## config.mk

```make
export PLATFORM = sky130hd
export DESIGN_NAME = gpio_split_edge
export DESIGN_NICKNAME = d
export VERILOG_FILES = /design/src/rtl/gpio_split_pkg.sv /design/src/rtl/gpio_half_reg.sv /design/src/rtl/gpio_edge_capture.sv /design/src/rtl/gpio_bl_decode.sv /design/src/rtl/gpio_split_edge.sv
export SDC_FILE = /design/constraint.sdc
export NUM_CORES = 1
export LEC_CHECK = 0
export BUFFER_PORTS_ARGS = -buffer_cell sky130_fd_sc_hd__buf_2
export CORE_MARGIN = 2
export CORE_UTILIZATION = 49
export CTS_BUF_LIST = sky130_fd_sc_hd__clkbuf_4 sky130_fd_sc_hd__clkbuf_8
export CTS_CLUSTER_DIAMETER = 50
export DETAILED_ROUTE_END_ITERATION = 16
export GPL_TIMING_DRIVEN = 0
export PLACE_DENSITY = 0.7
export SYNTH_ARGS = -nofsm -noshare
export SYNTH_HDL_FRONTEND = slang
export SYNTH_HIERARCHICAL = 1
export SYNTH_SLANG_ARGS = --single-unit
```

## constraint.sdc

```tcl
create_clock -name clk -period 4.7 [get_ports clk]
set_input_delay 0.235 -clock clk [delete_from_list [all_inputs] [get_ports clk]]
set_output_delay 0.235 -clock clk [all_outputs]
set_load 0.01 [all_outputs]
```

## src/rtl/gpio_split_pkg.sv

```systemverilog
package gpio_split_pkg;
  localparam logic [11:0] OFS_OUT    = 12'h00C;
  localparam logic [11:0] OFS_IN     = 12'h010;
  localparam logic [11:0] OFS_FALL   = 12'h014;
  localparam logic [11:0] OFS_RISE   = 12'h018;
  localparam logic [11:0] OFS_STAT   = 12'h020;
  localparam logic [11:0] OFS_HIBANK = 12'h500;
  localparam logic [11:0] OFS_BLEN   = 12'h508;

  localparam int NUM_CFG = 3;
  typedef enum logic [1:0] {CFG_OUT = 2'd0, CFG_FALL = 2'd1, CFG_RISE = 2'd2} cfg_sel_e;

  function automatic logic [11:0] cfg_offset(input int k);
    case (k)
      0:       cfg_offset = OFS_OUT;
      1:       cfg_offset = OFS_FALL;
      default: cfg_offset = OFS_RISE;
    endcase
  endfunction
endpackage

```

## src/rtl/gpio_half_reg.sv

```systemverilog
module gpio_half_reg #(
  parameter int W = 32
) (
  input  logic           clk,
  input  logic           rst_n,
  input  logic           wr_lo,
  input  logic           wr_hi,
  input  logic [W/2-1:0] wval,
  output logic [W-1:0]   q
);
  localparam int H = W / 2;
  logic [W-1:0] d;
  logic         en;

  always_comb begin
    d  = q;
    en = wr_lo | wr_hi;
    if (wr_lo) d[H-1:0] = wval;
    if (wr_hi) d[W-1:H] = wval;
  end

  always_ff @(posedge clk or negedge rst_n) begin
    if (!rst_n)  q <= '0;
    else if (en) q <= d;
  end
endmodule

```

## src/rtl/gpio_edge_capture.sv

```systemverilog
module gpio_edge_capture #(
  parameter int W = 32
) (
  input  logic         clk,
  input  logic         rst_n,
  input  logic [W-1:0] pins_in,
  input  logic [W-1:0] rise_en,
  input  logic [W-1:0] fall_en,
  output logic [W-1:0] level,
  output logic         evt_any,
  output logic [W-1:0] evt_first
);
  logic [W-1:0] meta_q;
  logic [W-1:0] evt;

  always_ff @(posedge clk or negedge rst_n) begin
    if (!rst_n) begin
      meta_q <= '1;
      level  <= '1;
    end else begin
      meta_q <= pins_in;
      level  <= meta_q;
    end
  end

  always_comb begin
    evt       = (meta_q & ~level & rise_en) | (~meta_q & level & fall_en);
    evt_any   = |evt;
    evt_first = evt & (~evt + W'(1));
  end
endmodule

```

## src/rtl/gpio_bl_decode.sv

```systemverilog
module gpio_bl_decode (
  input  logic [5:0] code,
  output logic [2:0] lvl
);
  always_comb begin
    case (code)
      6'b000_111: lvl = 3'd0;
      6'b010_000: lvl = 3'd1;
      6'b010_001: lvl = 3'd2;
      6'b100_000: lvl = 3'd3;
      6'b001_110: lvl = 3'd4;
      6'b010_101: lvl = 3'd5;
      6'b100_011: lvl = 3'd6;
      default:    lvl = 3'd7;
    endcase
  end
endmodule

```

## src/rtl/gpio_split_edge.sv

```systemverilog
module gpio_split_edge
  import gpio_split_pkg::*;
#(
  parameter int NPINS   = 32,
  parameter int BUS_W   = 32,
  parameter int SDA_BIT = 29,
  parameter int SCL_BIT = 30,
  parameter int BL_LSB  = 16
) (
  input  logic             clk,
  input  logic             rst_n,
  input  logic             wr_en,
  input  logic [11:0]      addr,
  input  logic [BUS_W-1:0] wdata,
  output logic [BUS_W-1:0] rdata,
  input  logic [NPINS-1:0] pins_in,
  output logic [NPINS-1:0] pins_out,
  output logic             irq,
  output logic [2:0]       bl_level,
  output logic             ser_data,
  output logic             ser_clk
);
  localparam int HALF = NPINS / 2;

  logic [NPINS-1:0] cfg_q [NUM_CFG];
  logic [NPINS-1:0] in_level, evt_first;
  logic             evt_any;
  logic [NPINS-1:0] stat_q, stat_d;
  logic             irq_q, irq_d, stat_clr;
  logic [2:0]       blen_q, blen_d;
  logic             blen_we;

  for (genvar k = 0; k < NUM_CFG; k++) begin : g_cfg
    gpio_half_reg #(.W(NPINS)) u_reg (
      .clk   (clk),
      .rst_n (rst_n),
      .wr_lo (wr_en && addr == cfg_offset(k)),
      .wr_hi (wr_en && addr == (cfg_offset(k) + OFS_HIBANK)),
      .wval  (wdata[HALF-1:0]),
      .q     (cfg_q[k])
    );
  end

  gpio_edge_capture #(.W(NPINS)) u_edge (
    .clk       (clk),
    .rst_n     (rst_n),
    .pins_in   (pins_in),
    .rise_en   (cfg_q[CFG_RISE]),
    .fall_en   (cfg_q[CFG_FALL]),
    .level     (in_level),
    .evt_any   (evt_any),
    .evt_first (evt_first)
  );

  gpio_bl_decode u_bl (
    .code ({pins_out[BL_LSB+2:BL_LSB], blen_q}),
    .lvl  (bl_level)
  );

  // next state
  always_comb begin
    stat_clr = wr_en && (addr == OFS_STAT || addr == (OFS_STAT + OFS_HIBANK));
    blen_we  = wr_en && addr == OFS_BLEN;
    blen_d   = wdata[2:0];
    stat_d   = evt_any ? evt_first : stat_q;
    irq_d    = evt_any ? 1'b1 : (stat_clr ? 1'b0 : irq_q);
  end

  always_ff @(posedge clk or negedge rst_n) begin
    if (!rst_n) begin
      stat_q <= '0;
      irq_q  <= 1'b0;
      blen_q <= '0;
    end else begin
      if (evt_any) stat_q <= stat_d;
      irq_q <= irq_d;
      if (blen_we) blen_q <= blen_d;
    end
  end

  // read mux
  always_comb begin
    rdata = '0;
    case (addr)
      OFS_OUT:                 rdata[HALF-1:0] = cfg_q[CFG_OUT][HALF-1:0];
      OFS_OUT  + OFS_HIBANK:   rdata[HALF-1:0] = cfg_q[CFG_OUT][NPINS-1:HALF];
      OFS_IN:                  rdata[HALF-1:0] = in_level[HALF-1:0];
      OFS_IN   + OFS_HIBANK:   rdata[HALF-1:0] = in_level[NPINS-1:HALF];
      OFS_FALL:                rdata[HALF-1:0] = cfg_q[CFG_FALL][HALF-1:0];
      OFS_FALL + OFS_HIBANK:   rdata[HALF-1:0] = cfg_q[CFG_FALL][NPINS-1:HALF];
      OFS_RISE:                rdata[HALF-1:0] = cfg_q[CFG_RISE][HALF-1:0];
      OFS_RISE + OFS_HIBANK:   rdata[HALF-1:0] = cfg_q[CFG_RISE][NPINS-1:HALF];
      OFS_STAT:                rdata[HALF-1:0] = stat_q[HALF-1:0];
      OFS_STAT + OFS_HIBANK:   rdata[HALF-1:0] = stat_q[NPINS-1:HALF];
      OFS_BLEN:                rdata[2:0]      = blen_q;
      default:                 rdata = '0;
    endcase
  end

  assign pins_out = cfg_q[CFG_OUT];
  assign irq      = irq_q;
  assign ser_data = cfg_q[CFG_OUT][SDA_BIT];
  assign ser_clk  = cfg_q[CFG_OUT][SCL_BIT];
endmodule

```

-- Yosys cells after proc, flatten, opt, wreduce, memory -nomap -nowiden
Index checks and enable logic that the tools add are counted.
- div/mod/pow operators: 0
- add/subtract/negate cells: 1
- magnitude comparators: 0
- bitwise operators: 12
- reductions and logical operators: 17
- multipliers: 0
- equality and inequality tests: 18
- muxes and demuxes: 5
- shifts and indexed selects: 0
- operator list (kind ; count):
    32-bit AND ; 5
    13-bit one-hot mux with 10 select lines ; 1
    32-bit NOT ; 3
    12-bit by 11-bit equality test with 1-bit output, second input constant ; 6
    12-bit by 5-bit equality test with 1-bit output, second input constant ; 3
    3-bit one-hot mux with 11 select lines ; 1
    32-bit by 1-bit adder with 32-bit output, second input constant ; 1
    32-bit OR ; 1
    32-bit OR reduction ; 1
    3-bit one-hot mux with 7 select lines ; 1
    6-bit by 5-bit equality test with 1-bit output, second input constant ; 3
    12-bit by 4-bit equality test with 1-bit output, second input constant ; 1
    12-bit by 6-bit equality test with 1-bit output, second input constant ; 1
    6-bit equality test, second input constant ; 2
    2-bit AND reduction ; 6
    1-bit logical AND ; 8
    6-bit by 3-bit equality test with 1-bit output, second input constant ; 1
    6-bit by 4-bit equality test with 1-bit output, second input constant ; 1
    1-bit OR ; 3
    1-bit 2-to-1 mux ; 2
    2-bit nonzero test ; 1
    1-bit logical OR ; 1
- latch bits: 0
- bits in read-only memories: 0
- bits in writable memories: 0
- memories kept: 0
- register bits: 196
- logic and storage cells: 64

-- Depth between registers and ports, before layout
- depth after elaboration: 7
- gate-level depth with buffers: 9
- mapped depth without buffers: 6

-- Modules after synthesis
Netlist, hierarchy kept.
- modules (own cells, without submodules) (module ; cells an instance ; area an instance (um^2) ; seq. area each (um^2) ; times used):
    gpio_half_reg ; 68 ; 1298.7 ; 800.8 ; 3
    gpio_split_edge ; 305 ; 3079.2 ; 900.9 ; 1
    gpio_edge_capture ; 233 ; 2721.4 ; 1681.6 ; 1
    gpio_bl_decode ; 19 ; 148.9 ; 0.0 ; 1

-- Least setup slack after synthesis
OpenSTA, ideal clock, no wires.
- path type: register to register
- start point: register u_edge.meta_q[14]
- end point: register stat_q[11]
- arrival time: 2380 ps
- path slack: 2195 ps
- cell stages (with the launch flop): 9
- library setup time: 125 ps
- buffers on the path: 2
- required time: 4575 ps
- cell sequence: dfstp_2 nand3b_1 o21ai_2 and4bb_2 nand4_4 or4_1 clkbuf_1 clkbuf_1 mux2_2
- longest elaborated chain between the ends: 5
- elaborated cells between the ends (all ways): 7
- those cells by class: bitwise (6); reduce/logical (1)
- RTL lines (what ; RTL line ; source):
    from (decl) ; gpio_edge_capture.sv:13 ; logic [W-1:0] meta_q;
    from (signal assigned) ; gpio_edge_capture.sv:21 ; meta_q <= pins_in;
    32-bit NOT ; gpio_edge_capture.sv:27 ; evt = (meta_q & ~level & rise_en) | (~meta_q & level & fall_en);
    32-bit AND (2 in a row) ; gpio_edge_capture.sv:27 ;
    32-bit OR * ; gpio_edge_capture.sv:27 ;
    32-bit OR reduction * ; gpio_edge_capture.sv:28 ; evt_any = |evt;
    net evt_any ; gpio_split_edge.sv:27 ; logic evt_any;
    to (signal assigned) ; gpio_split_edge.sv:75 ; if (evt_any) stat_q <= stat_d;
    to (decl) ; gpio_split_edge.sv:28 ; logic [NPINS-1:0] stat_q, stat_d;
Mark *: on every way through the listed nets, which the timed path passes. The rest lies on a longest branch.
A chain may end at the register's enable or synchronous reset.

-- Final worst setup path
- start point: register u_edge.meta_q[3]
- end point: register stat_q[0]
Same word-level chain as after synthesis.

==> impl_results.md <==
* 1st-pass router iterations at 6
* Crit Path Max Fanout at 10
* Status: finished clean
* DPL Wire Length at 19.0 mm
* Die area at 21200 um^2
* First-pass GRT wire length at 42.1 mm
* Maxcap violations at 0
* WHS at 0.0612 ns
* Crit end category: flip-flop
* Final nets at 1020
* Hold Crit Class: in -> reg
* Fin. max-slew vios at 0
* RSZ-0062 raised after global routing: false
* Critical Path RT at 5.06 ns
* Final ANT Viol Nets at 0
* Routed via count at 7200
* Max_slew headroom at 0.258
* Max H-tree Level at 4
* Final setup vio count at 0
* Fin Clk Skew at 0.0177 ns
* Clk slew on worst S/H paths at 0.10 ns
* Critical Path AT at 3.42 ns
* Worst R2R End: stat_q[0]
* Most frequent cells in the layout: dfrtp_1, buf_2, mux2_2
* Via/cell ratio at 5.91
* Minimum clock period at 3.06 ns
* VDD IR max at 0.171 mV
* Wire per inst at 22.9 um
* Most used DFF post-synth: dfrtp_1
* Reg-to-reg startpoint: u_edge/meta_q[3]
* Crit start category: flip-flop
* Core Box Area at 19600 um^2
* Synthesized area per cell at 12.9 um^2
* GPL Wtd Cong at 0.909
* Hold_sp: wdata[3]
* Fmax at 327 MHz
* Syn Inst Count at 761
* Io pins at 149
* Worst R2R Path Depth at 8
* Clock sinks at 196
* CTS buffer count at 17
* Synthesized area at 9850 um^2
* DRT iter0 DRCs at 680
* Cell variety after synth at 77
* Tightest Pin Transition at 1.11 ns
* Commonest non-fill, non-tap cell in the layout: dfrtp_1
* Yosys warning count at 6
* Die H at 146 um
* Register-to-Register Setup Slack at 1.64 ns
* IO Port Bufs at 112
* Fin Setup TNS at 0 ns
* PwrDens at 278 nW/um^2
* Post-synth EDFFs at 0
* Vias in the first global route at 7037
* CTS tree: yes
* Hold endpoint: g_cfg[1].u_reg/q[3]
* Drc violations at 0
* Tcrit/Tclk final at 0.651
* Number of synthesized register bits at 196
* FFs w/ async S/R, synth at 1.00
* Sequential element share of the synthesized area at 0.506
* Lkg Pwr at 5.24 nW
* Core Rows at 51
* Overall global routing resource usage at 0.264
* Hold depth at 2
* Initial antenna violation count at 0
* Die span in x at 146 um
* Maximum number of pins on one net before global-route repair at 115
* Worst skew pair latency at 0.48 ns
* Proportion of layout cells with a drive suffix above 1 at 0.445
* Antenna cells at 0
* Area Overhead vs Synth at 17.9%
* Total gr overflow at 0
* Initial Util at 0.503
* CP startpoint: u_edge/meta_q[3]
* Post-CTS setup repair buffer count at 0
* Post-Route WL at 27.9 mm
* Root Buffer: clkbuf_8
* CTS max path bufs at 2
* Hold violation count in the final report at 0
* Critical path type: reg -> reg
-- worst max-delay path: stages, from the launching register on --
cell      delay (ns)
dfstp_2         0.55
nand3b_1        0.10
o21ai_1         0.18
nor4_2          0.40
nand3_1         0.23
or4_1           0.55
clkbuf_1        0.19
clkbuf_1        0.35
mux2_2          0.38
-- sequential cells by signal (all words and copies together), names as in the netlist --
name           cells
irq                1
u_edge/level      32
g_cfg.u_reg/q     96
stat_q            32
u_edge/meta_q     32
blen_q             3
-- worst max path at each step --
stage	depth (start not counted)	slack (ns)	end
after detailed placement	8	1.71	stat_q[0]
after global placement	1	0.19	g_cfg[0].u_reg/q[6]
final	8	1.64	stat_q[0]
after CTS	8	1.67	stat_q[0]
after floorplan	8	2.20	stat_q[11]
after global routing	8	1.48	stat_q[0]
-- kinds of logic after synthesis --
family / after synthesis / synth area share
compound gates: 143 / 0.112
xor+xnor: 2 / 0.00178
buf+inv: 63 / 0.0517
flops: 196 / 0.506
mux: 137 / 0.179
other cells: 1 / 0.000381
simple gates: 219 / 0.148
-- layer usage --
layer	track usage	up-vias	share of wire
met3	0.0646	44	0.081
met4	0.0809	0	0.023
met1	0.369	3630	0.43
met5	0	-	0
li1	-	3208	-
met2	0.409	318	0.46
-- stage by stage --
step / util / instances / setup WS, ns / cell area [um^2] / power [mW]
floorplan: - / 776 / 2.20 / 9900 / 1.89
CTS: 0.593 / 1219 / 1.67 / 11600 / 3.24
global placement: 0.551 / 1153 / 0.191 / 10800 / 2.00
detailed placement: 0.553 / 1154 / 1.71 / 10800 / 2.00
global route: 0.593 / 1219 / 1.48 / 11600 / 3.33
finish: 0.593 / 1219 / 1.64 / 11600 / 3.22
-- power by group --
group	internal, mW	total [mW]	switching, mW	leakage (nW)
registers	1.75	1.78	0.0327	2.51
clock network	0.602	1.23	0.624	0.222
logic	0.0907	0.218	0.127	2.51
total	2.44	3.22	0.784	5.24
-- synth_stat cells, types with 7 or more instances --
master | count | share of area
nand3b_1 | 32 | 0.024
buf_4 | 23 | 0.018
dfstp_2 | 64 | 0.17
nand3_1 | 9 | 0.0046
a22o_1 | 10 | 0.0089
a22oi_1 | 37 | 0.028
nand4_1 | 12 | 0.0076
mux2_2 | 73 | 0.083
clkbuf_1 | 9 | 0.0034
nand2_1 | 51 | 0.019
buf_2 | 11 | 0.0056
o211ai_1 | 7 | 0.0053
and3_1 | 11 | 0.0070
mux2_4 | 60 | 0.091
nor3b_1 | 8 | 0.0061
buf_6 | 10 | 0.011
dfrtp_1 | 132 | 0.34
nor3_1 | 16 | 0.0081
a32oi_1 | 15 | 0.013
o21ai_0 | 17 | 0.0086
and2_1 | 7 | 0.0044
o21ai_1 | 7 | 0.0036
nor2_1 | 18 | 0.0069
-- timing repair --
item | in CTS | in global routing
hold buffers | 33 | 0
gates resized for setup | 0 | 0
hold endpoints to repair | 87 | 0
endpoints found under the setup margin | 0 | 0
-- cell type report --
type | count | area, um^2
well taps | 265 | 332
clock inverters | 13 | 198
fillers | 1603 | 7980
repair buffers | 146 | 928
clock buffers | 19 | 249
plain buffers | 59 | 494
flip-flops and latches | 196 | 4980
multi-input cells | 517 | 4410
inverters | 4 | 15.0
Note: power is estimated with default switching activity, not from simulation.
